## src/rtl/tcb_pkg.sv

```systemverilog
package tcb_pkg;
  localparam int REG_AW = 10;

  localparam logic [REG_AW-1:0] A_SIZE  = 10'd1;
  localparam logic [REG_AW-1:0] A_STAT  = 10'd3;
  localparam logic [REG_AW-1:0] A_DATA  = 10'd4;
  localparam logic [REG_AW-1:0] A_RPTR  = 10'd5;
  localparam logic [REG_AW-1:0] A_WPTR  = 10'd6;
  localparam logic [REG_AW-1:0] A_TRG   = 10'd7;
  localparam logic [REG_AW-1:0] A_CTRL  = 10'd8;
  localparam logic [REG_AW-1:0] A_MODE  = 10'd10;
  localparam logic [REG_AW-1:0] A_FLUSH = 10'd193;

  localparam int FL_REQ_BIT  = 6;
  localparam int FL_STOP_BIT = 12;

  typedef enum logic [1:0] {
    MODE_CIRC   = 2'd0,
    MODE_SWFIFO = 2'd1,
    MODE_HWFIFO = 2'd2
  } buf_mode_e;

  // status word: bit0 full, bit1 triggered, bit2 ready, bit5 memory error
  function automatic logic [31:0] pack_status(input logic full, input logic trig,
                                              input logic rdy);
    logic [31:0] s;
    s    = '0;
    s[0] = full;
    s[1] = trig;
    s[2] = rdy;
    s[5] = 1'b0;
    return s;
  endfunction
endpackage

```

## src/rtl/tcb_store.sv

```systemverilog
module tcb_store #(
  parameter int DEPTH = 64,
  parameter int DW    = 32,
  localparam int AW   = $clog2(DEPTH)
) (
  input  logic          clk,
  input  logic          wr_en,
  input  logic [AW-1:0] wr_addr,
  input  logic [DW-1:0] wr_data,
  input  logic [AW-1:0] rd_addr,
  output logic [DW-1:0] rd_data
);
  logic [DW-1:0] mem [DEPTH];

  always_ff @(posedge clk) begin
    if (wr_en) mem[wr_addr] <= wr_data;
  end

  assign rd_data = mem[rd_addr];
endmodule

```

## src/rtl/tcb_track.sv

```systemverilog
module tcb_track #(
  parameter int DEPTH = 64,
  localparam int AW   = $clog2(DEPTH)
) (
  input  logic        clk,
  input  logic        rst_n,
  input  logic        clear,
  input  logic        push,
  input  logic        halt,
  input  logic        pop,
  output logic [AW-1:0] wptr,
  output logic [AW-1:0] rptr,
  output logic        full,
  output logic [AW:0] avail
);
  localparam logic [AW-1:0] LAST = AW'(DEPTH - 1);

  function automatic logic [AW-1:0] ring_next(input logic [AW-1:0] p);
    return (p == LAST) ? '0 : p + 1'b1;
  endfunction

  always_ff @(posedge clk or negedge rst_n) begin
    if (!rst_n) begin
      wptr  <= '0;
      rptr  <= '0;
      full  <= 1'b0;
      avail <= '0;
    end else if (clear) begin
      wptr  <= '0;
      rptr  <= '0;
      full  <= 1'b0;
      avail <= '0;
    end else if (halt) begin
      rptr  <= full ? wptr : '0;
      avail <= full ? (AW+1)'(DEPTH) : {1'b0, wptr};
    end else begin
      if (push) begin
        wptr <= ring_next(wptr);
        if (wptr == LAST) full <= 1'b1;
      end
      if (pop && avail != '0) begin
        rptr  <= ring_next(rptr);
        avail <= avail - 1'b1;
      end
    end
  end
endmodule

```

## src/rtl/tcb_seq.sv

```systemverilog
module tcb_seq #(
  parameter int TRG_W = 16
) (
  input  logic             clk,
  input  logic             rst_n,
  input  logic             start,
  input  logic             stop_req,
  input  logic             flush_req,
  input  logic             flush_stop,
  input  logic             trig_in,
  input  logic             push,
  input  logic             s_valid,
  input  logic [TRG_W-1:0] trg_load,
  output logic             cap_en,
  output logic             running,
  output logic             triggered,
  output logic             flush_pend,
  output logic             halt,
  output logic             accept_ok
);
  logic             stop_q;
  logic [TRG_W-1:0] rem_q;
  logic             trig_done;
  logic             flush_done;

  assign running    = cap_en && !stop_q;
  assign trig_done  = triggered && (rem_q == '0);
  assign flush_done = flush_pend && (!s_valid || !running);
  assign halt       = running && (trig_done || (flush_done && flush_stop) || stop_req);
  assign accept_ok  = running && !halt;

  always_ff @(posedge clk or negedge rst_n) begin
    if (!rst_n) begin
      cap_en    <= 1'b0;
      stop_q    <= 1'b0;
      triggered <= 1'b0;
      rem_q     <= '0;
    end else if (start) begin
      cap_en    <= 1'b1;
      stop_q    <= 1'b0;
      triggered <= 1'b0;
      rem_q     <= trg_load;
    end else begin
      if (stop_req) cap_en <= 1'b0;
      if (halt) stop_q <= 1'b1;
      if (running && trig_in && !triggered) triggered <= 1'b1;
      if (push && triggered && rem_q != '0) rem_q <= rem_q - 1'b1;
    end
  end

  always_ff @(posedge clk or negedge rst_n) begin
    if (!rst_n) flush_pend <= 1'b0;
    else if (flush_req) flush_pend <= 1'b1;
    else if (flush_done) flush_pend <= 1'b0;
  end
endmodule

```

## src/rtl/tcb_capture.sv

```systemverilog
module tcb_capture
  import tcb_pkg::*;
#(
  parameter int DEPTH = 64,
  parameter int TRG_W = 16,
  localparam int AW   = $clog2(DEPTH)
) (
  input  logic              clk,
  input  logic              rst_n,
  input  logic              s_valid,
  input  logic [31:0]       s_data,
  output logic              s_ready,
  input  logic              trig_in,
  input  logic              reg_wr,
  input  logic              reg_rd,
  input  logic [REG_AW-1:0] reg_addr,
  input  logic [31:0]       reg_wdata,
  output logic [31:0]       reg_rdata
);
  logic [TRG_W-1:0] trg_q;
  buf_mode_e        mode_q;
  logic             flush_stop_q;

  logic cap_en, running, trig_flag, flush_pend, halt_evt, accept_ok;
  logic start_evt, stop_req, flush_req, push_evt, pop_evt;
  logic [AW-1:0] wptr, rptr;
  logic          full_flag;
  logic [AW:0]   avail;
  logic [31:0]   ram_word;

  logic wr_ctrl, wr_flush;
  assign wr_ctrl   = reg_wr && (reg_addr == A_CTRL);
  assign wr_flush  = reg_wr && (reg_addr == A_FLUSH);
  assign start_evt = wr_ctrl && reg_wdata[0] && !cap_en;
  assign stop_req  = wr_ctrl && !reg_wdata[0];
  assign flush_req = wr_flush && reg_wdata[FL_REQ_BIT];
  assign push_evt  = s_valid && accept_ok;
  assign pop_evt   = reg_rd && (reg_addr == A_DATA) && !running && (avail != '0);
  assign s_ready   = accept_ok;

  always_ff @(posedge clk or negedge rst_n) begin
    if (!rst_n) begin
      trg_q        <= '0;
      mode_q       <= MODE_CIRC;
      flush_stop_q <= 1'b0;
    end else if (reg_wr) begin
      if (reg_addr == A_TRG)  trg_q <= reg_wdata[TRG_W-1:0];
      if (reg_addr == A_MODE) mode_q <= buf_mode_e'(reg_wdata[1:0]);
      if (wr_flush)           flush_stop_q <= reg_wdata[FL_STOP_BIT];
    end
  end

  tcb_seq #(.TRG_W(TRG_W)) u_seq (
    .clk(clk), .rst_n(rst_n), .start(start_evt), .stop_req(stop_req),
    .flush_req(flush_req), .flush_stop(flush_stop_q), .trig_in(trig_in),
    .push(push_evt), .s_valid(s_valid), .trg_load(trg_q),
    .cap_en(cap_en), .running(running), .triggered(trig_flag),
    .flush_pend(flush_pend), .halt(halt_evt), .accept_ok(accept_ok)
  );

  tcb_track #(.DEPTH(DEPTH)) u_track (
    .clk(clk), .rst_n(rst_n), .clear(start_evt), .push(push_evt),
    .halt(halt_evt), .pop(pop_evt), .wptr(wptr), .rptr(rptr),
    .full(full_flag), .avail(avail)
  );

  tcb_store #(.DEPTH(DEPTH), .DW(32)) u_store (
    .clk(clk), .wr_en(push_evt), .wr_addr(wptr), .wr_data(s_data),
    .rd_addr(rptr), .rd_data(ram_word)
  );

  always_comb begin
    reg_rdata = '0;
    case (reg_addr)
      A_SIZE:  reg_rdata = 32'(DEPTH);
      A_STAT:  reg_rdata = pack_status(full_flag, trig_flag, !running);
      A_DATA:  reg_rdata = (!running && avail != '0) ? ram_word : '1;
      A_RPTR:  reg_rdata = 32'(rptr);
      A_WPTR:  reg_rdata = 32'(wptr);
      A_TRG:   reg_rdata = 32'(trg_q);
      A_CTRL:  reg_rdata = {31'b0, cap_en};
      A_MODE:  reg_rdata = {30'b0, mode_q};
      A_FLUSH: begin
        reg_rdata[FL_REQ_BIT]  = flush_pend;
        reg_rdata[FL_STOP_BIT] = flush_stop_q;
      end
      default: reg_rdata = '0;
    endcase
  end
endmodule

```

## config.mk

```make
export PLATFORM = sky130hd
export DESIGN_NAME = tcb_capture
export DESIGN_NICKNAME = d
export VERILOG_FILES = /design/src/rtl/tcb_pkg.sv /design/src/rtl/tcb_store.sv /design/src/rtl/tcb_track.sv /design/src/rtl/tcb_seq.sv /design/src/rtl/tcb_capture.sv
export SDC_FILE = /design/constraint.sdc
export NUM_CORES = 2
export LEC_CHECK = 0
export BUFFER_PORTS_ARGS = -buffer_cell sky130_fd_sc_hd__buf_2
export CAP_MARGIN = 20
export CORE_MARGIN = 8
export CORE_UTILIZATION = 40
export CTS_CLUSTER_SIZE = 40
export DETAILED_ROUTE_END_ITERATION = 12
export GPL_TIMING_DRIVEN = 0
export SYNTH_ARGS = -nofsm -noshare
export SYNTH_HDL_FRONTEND = slang
export SYNTH_SLANG_ARGS = --single-unit
```

## constraint.sdc

```tcl
create_clock -name clk -period 5.35 [get_ports clk]
set_input_delay 0.535 -clock clk [delete_from_list [all_inputs] [get_ports clk]]
set_output_delay 0.535 -clock clk [all_outputs]
set_load 0.01 [all_outputs]
```

==> reports/results.ini <==
[run_status]
status=finished, violations left
failed_checks=setup timing

[logic_synthesis]
ys_top_cells_by_area=edfxtp_1 75%, mux4_2 14%, dfrtp_1 1.8%
yosys_warnings=0
synth_cells=3759
syn_area_um2=81700
synth_edf_count=2048
ys.flop_type=edfxtp_1
synth_top_cells_by_count=2048 x edfxtp_1, 509 x mux4_2, 125 x a22oi_1
synth_most_common_cell=edfxtp_1
synthArstFlopShare_pct=2.80
yosysUniqueCellTypes=84
post_synth.cell_area_avg_um2=21.7
yosysSeqAreaShare_pct=77.1
yosys.area.top_type_share_pct=75.3
synth_top_cell_by_area=edfxtp_1
ys_ff_latch=2107
synth_nets=3844

[detailed_routing]
drc_errors=0
detail-route-antenna-nets=0
wl_per_cell_um=34.5
vias=42900
finalWirelength_mm=243
drtIter0Drc=6420
drt-pass1-iter-count=10
via_per_inst=6.09

[sta]
timing.slew.headroom_pct=19.2
fin_ws_ns=-0.117
hold-worst-slack_ns=0.0357
min_period_ns=5.47
setup_tns_ns=-0.226
hold_violations=0
max_freq_mhz=183
clock_skew_ns=0.0717
tightest_slew_ns=1.21
drv_slew=0
period_share_pct=102
setup_violations=6

[die]
io_pins=113
die_h_um=468
dieArea_um2=219000
fp.dieW_um=468
rows=166
start_util_pct=40.1
fp.coreArea_um2=204000

[worst_setup_path]
worstPathRequired_ns=4.82
end_kind=output pin
crit_chain=buf_2 > clkdlybuf4s15_2 > clkbuf_1 > nand2_1 > o22ai_1 > a211oi_1 > o311ai_2 > o211ai_1 > buf_2
crit_family=buffers and inverters
path_depth=9
rrSetupSlack_ns=0.82
cpMaxStageDelayCell=clkbuf_1
crit_buf_inv=4
cpMostUsedCell=buf_2
crit_arrival_ns=4.93
worst_r2r_path_depth=9
critPathMaxFanout=10
crit_type=reg -> out
max_stage_delay_ns=0.73
worst_setup_path_start_kind=flop

[final_layout]
instances_no_fill=7047
ff_latch_area_um2=63000
drive_gt1_share_pct=29.0
utilization_pct=46.7
multiInputGateArea_um2=18200
design_area_um2=95100
fill_cells=16700
nets=4267
syn2layout_area_growth_pct=16.5

[power_and_ir_drop]
switching_power_mw=6.59
p_total_mw=33.0
power_density_nw_per_um2=347
p_clk_share_pct=43.8
vdd_drop_max_uv=344
combPwrFrac_pct=1.3
seq_power_share_pct=54.9
cellLeakagePower_nw=29.1
internal-power_mw=26.4
switching_share_pct=20.0

[clock_tree]
root_buffer=clkbuf_16
path_clk_slew_ns=0.07
h-tree-depth=4
cts_made_buffers=206
clock_latency_ns=0.87
clkSinkCount=2107
clockBufferDepth=3
tritoncts=yes

[place]
gp_congestion=0.885
dpl_cell_area_um2=87600
dp_slack_ns=0.0990
dp.cells=6623
hpwl_mm=160
port_buffers=96

[job]
maxCapViolations=0

[global_routing]
grt_pass1_vias=42000
grt_start_max_net_pins=65
antenna_found_initial=20
track_usage_pct=21.7
grt-ovfl-total=0
grt_pass1_wl_mm=334

[min_path]
holdCritPathClass=in -> reg
holdPathStages=1

[state kept, by name (all words and copies together) (netlist names)]
signal and flops:
trg_q 16, u_seq.flush_pend 1, u_track.rptr 6, u_track.full 1
flush_stop_q 1, u_seq.rem_q 16, u_store.mem 2048, mode_q 2
u_track.avail 7, u_track.wptr 6, u_seq.stop_q 1, u_seq.cap_en 1
u_seq.triggered 1
[layout by cell type (no fill, tap or decap), types with 28 or more instances in the layout]
cell,netlist,layout
dfrtp_1,59,59
a22oi_1,125,125
clkinv_2,0,40
buf_2,75,162
edfxtp_1,2048,2048
buf_12,0,96
clkinv_1,0,49
buf_4,20,33
nor2_1,119,54
clkbuf_1,79,102
nand3_1,68,68
nand2_1,101,101
mux4_2,509,509
clkbuf_16,0,208
a21oi_1,43,39
o22ai_1,36,34
mux2i_1,107,107
o21ai_0,30,28
nor2_4,0,65
[layer usage]
metal	part of all wire (%)	global-route usage, %	routed length (um)	vias up
li1	-	-	-	16800
met1	39	30.0	95400	22900
met2	46	33.8	112000	2647
met3	11	5.12	26100	506
met4	3.9	7.71	9390	16
met5	0.049	0	119	-
[power by group through the flow]
| stage | clock, mW | sequential (mW) | combinational (mW) |
|---|---|---|---|
| after global routing | 15.2 | 18.1 | 0.460 |
| after global placement | 0 | 18.5 | 0.333 |
| after CTS | 14.6 | 18.1 | 0.389 |
| final | 14.5 | 18.1 | 0.433 |
| after floorplan | 0 | 18.5 | 0.0469 |
| after detailed placement | 0 | 18.5 | 0.379 |
[what timing repair did]
item,CTS,global route
buffers inserted,0,0
endpoints found under the setup margin,24,10
hold buffers,18,2
resized for setup,61,9
hold endpoints to repair,45,8
[final timing paths]
check	startpoint	end
setup / recovery	u_track.rptr[2]	reg_rdata[2]
hold / removal	s_data[12]	u_store.mem[44][12]
setup reg to reg	u_seq.rem_q[0]	u_store.mem[53][21]
hold reg to reg	u_seq.stop_q	u_seq.stop_q
max in group asynchronous	rst_n	trg_q[8]
min in group asynchronous	rst_n	trg_q[5]
[cell families (layout without fill, tap and decap cells)]
kind of cell             Yosys count  after routing  share of synthesized area [%]
multiplexers                     644            644                           15.7
flip-flops                      2107           2107                           77.1
adder cells (fa/ha/maj)            5              5                         0.0766
AND/OR/NAND/NOR                  409            409                           2.44
buffers and inverters            229            822                           1.36
AO/OA/AOI/OAI                    351            351                           3.13
XOR/XNOR                          14             14                          0.150
other                              0              7                              0
[layout make-up]
| type | instances | share of cell area, % |
|---|---|---|
| buffer | 212 | 1.22 |
| clock inverter | 128 | 1.38 |
| inverter | 13 | 0.0513 |
| sequential | 2107 | 66.2 |
| tap | 2688 | 3.53 |
| timing repair buffer | 219 | 2.88 |
| multi-input combinational | 1423 | 19.1 |
| clock buffer | 250 | 5.64 |
| antenna | 7 | 0.0184 |
Note: power is estimated with default switching activity, not from simulation.
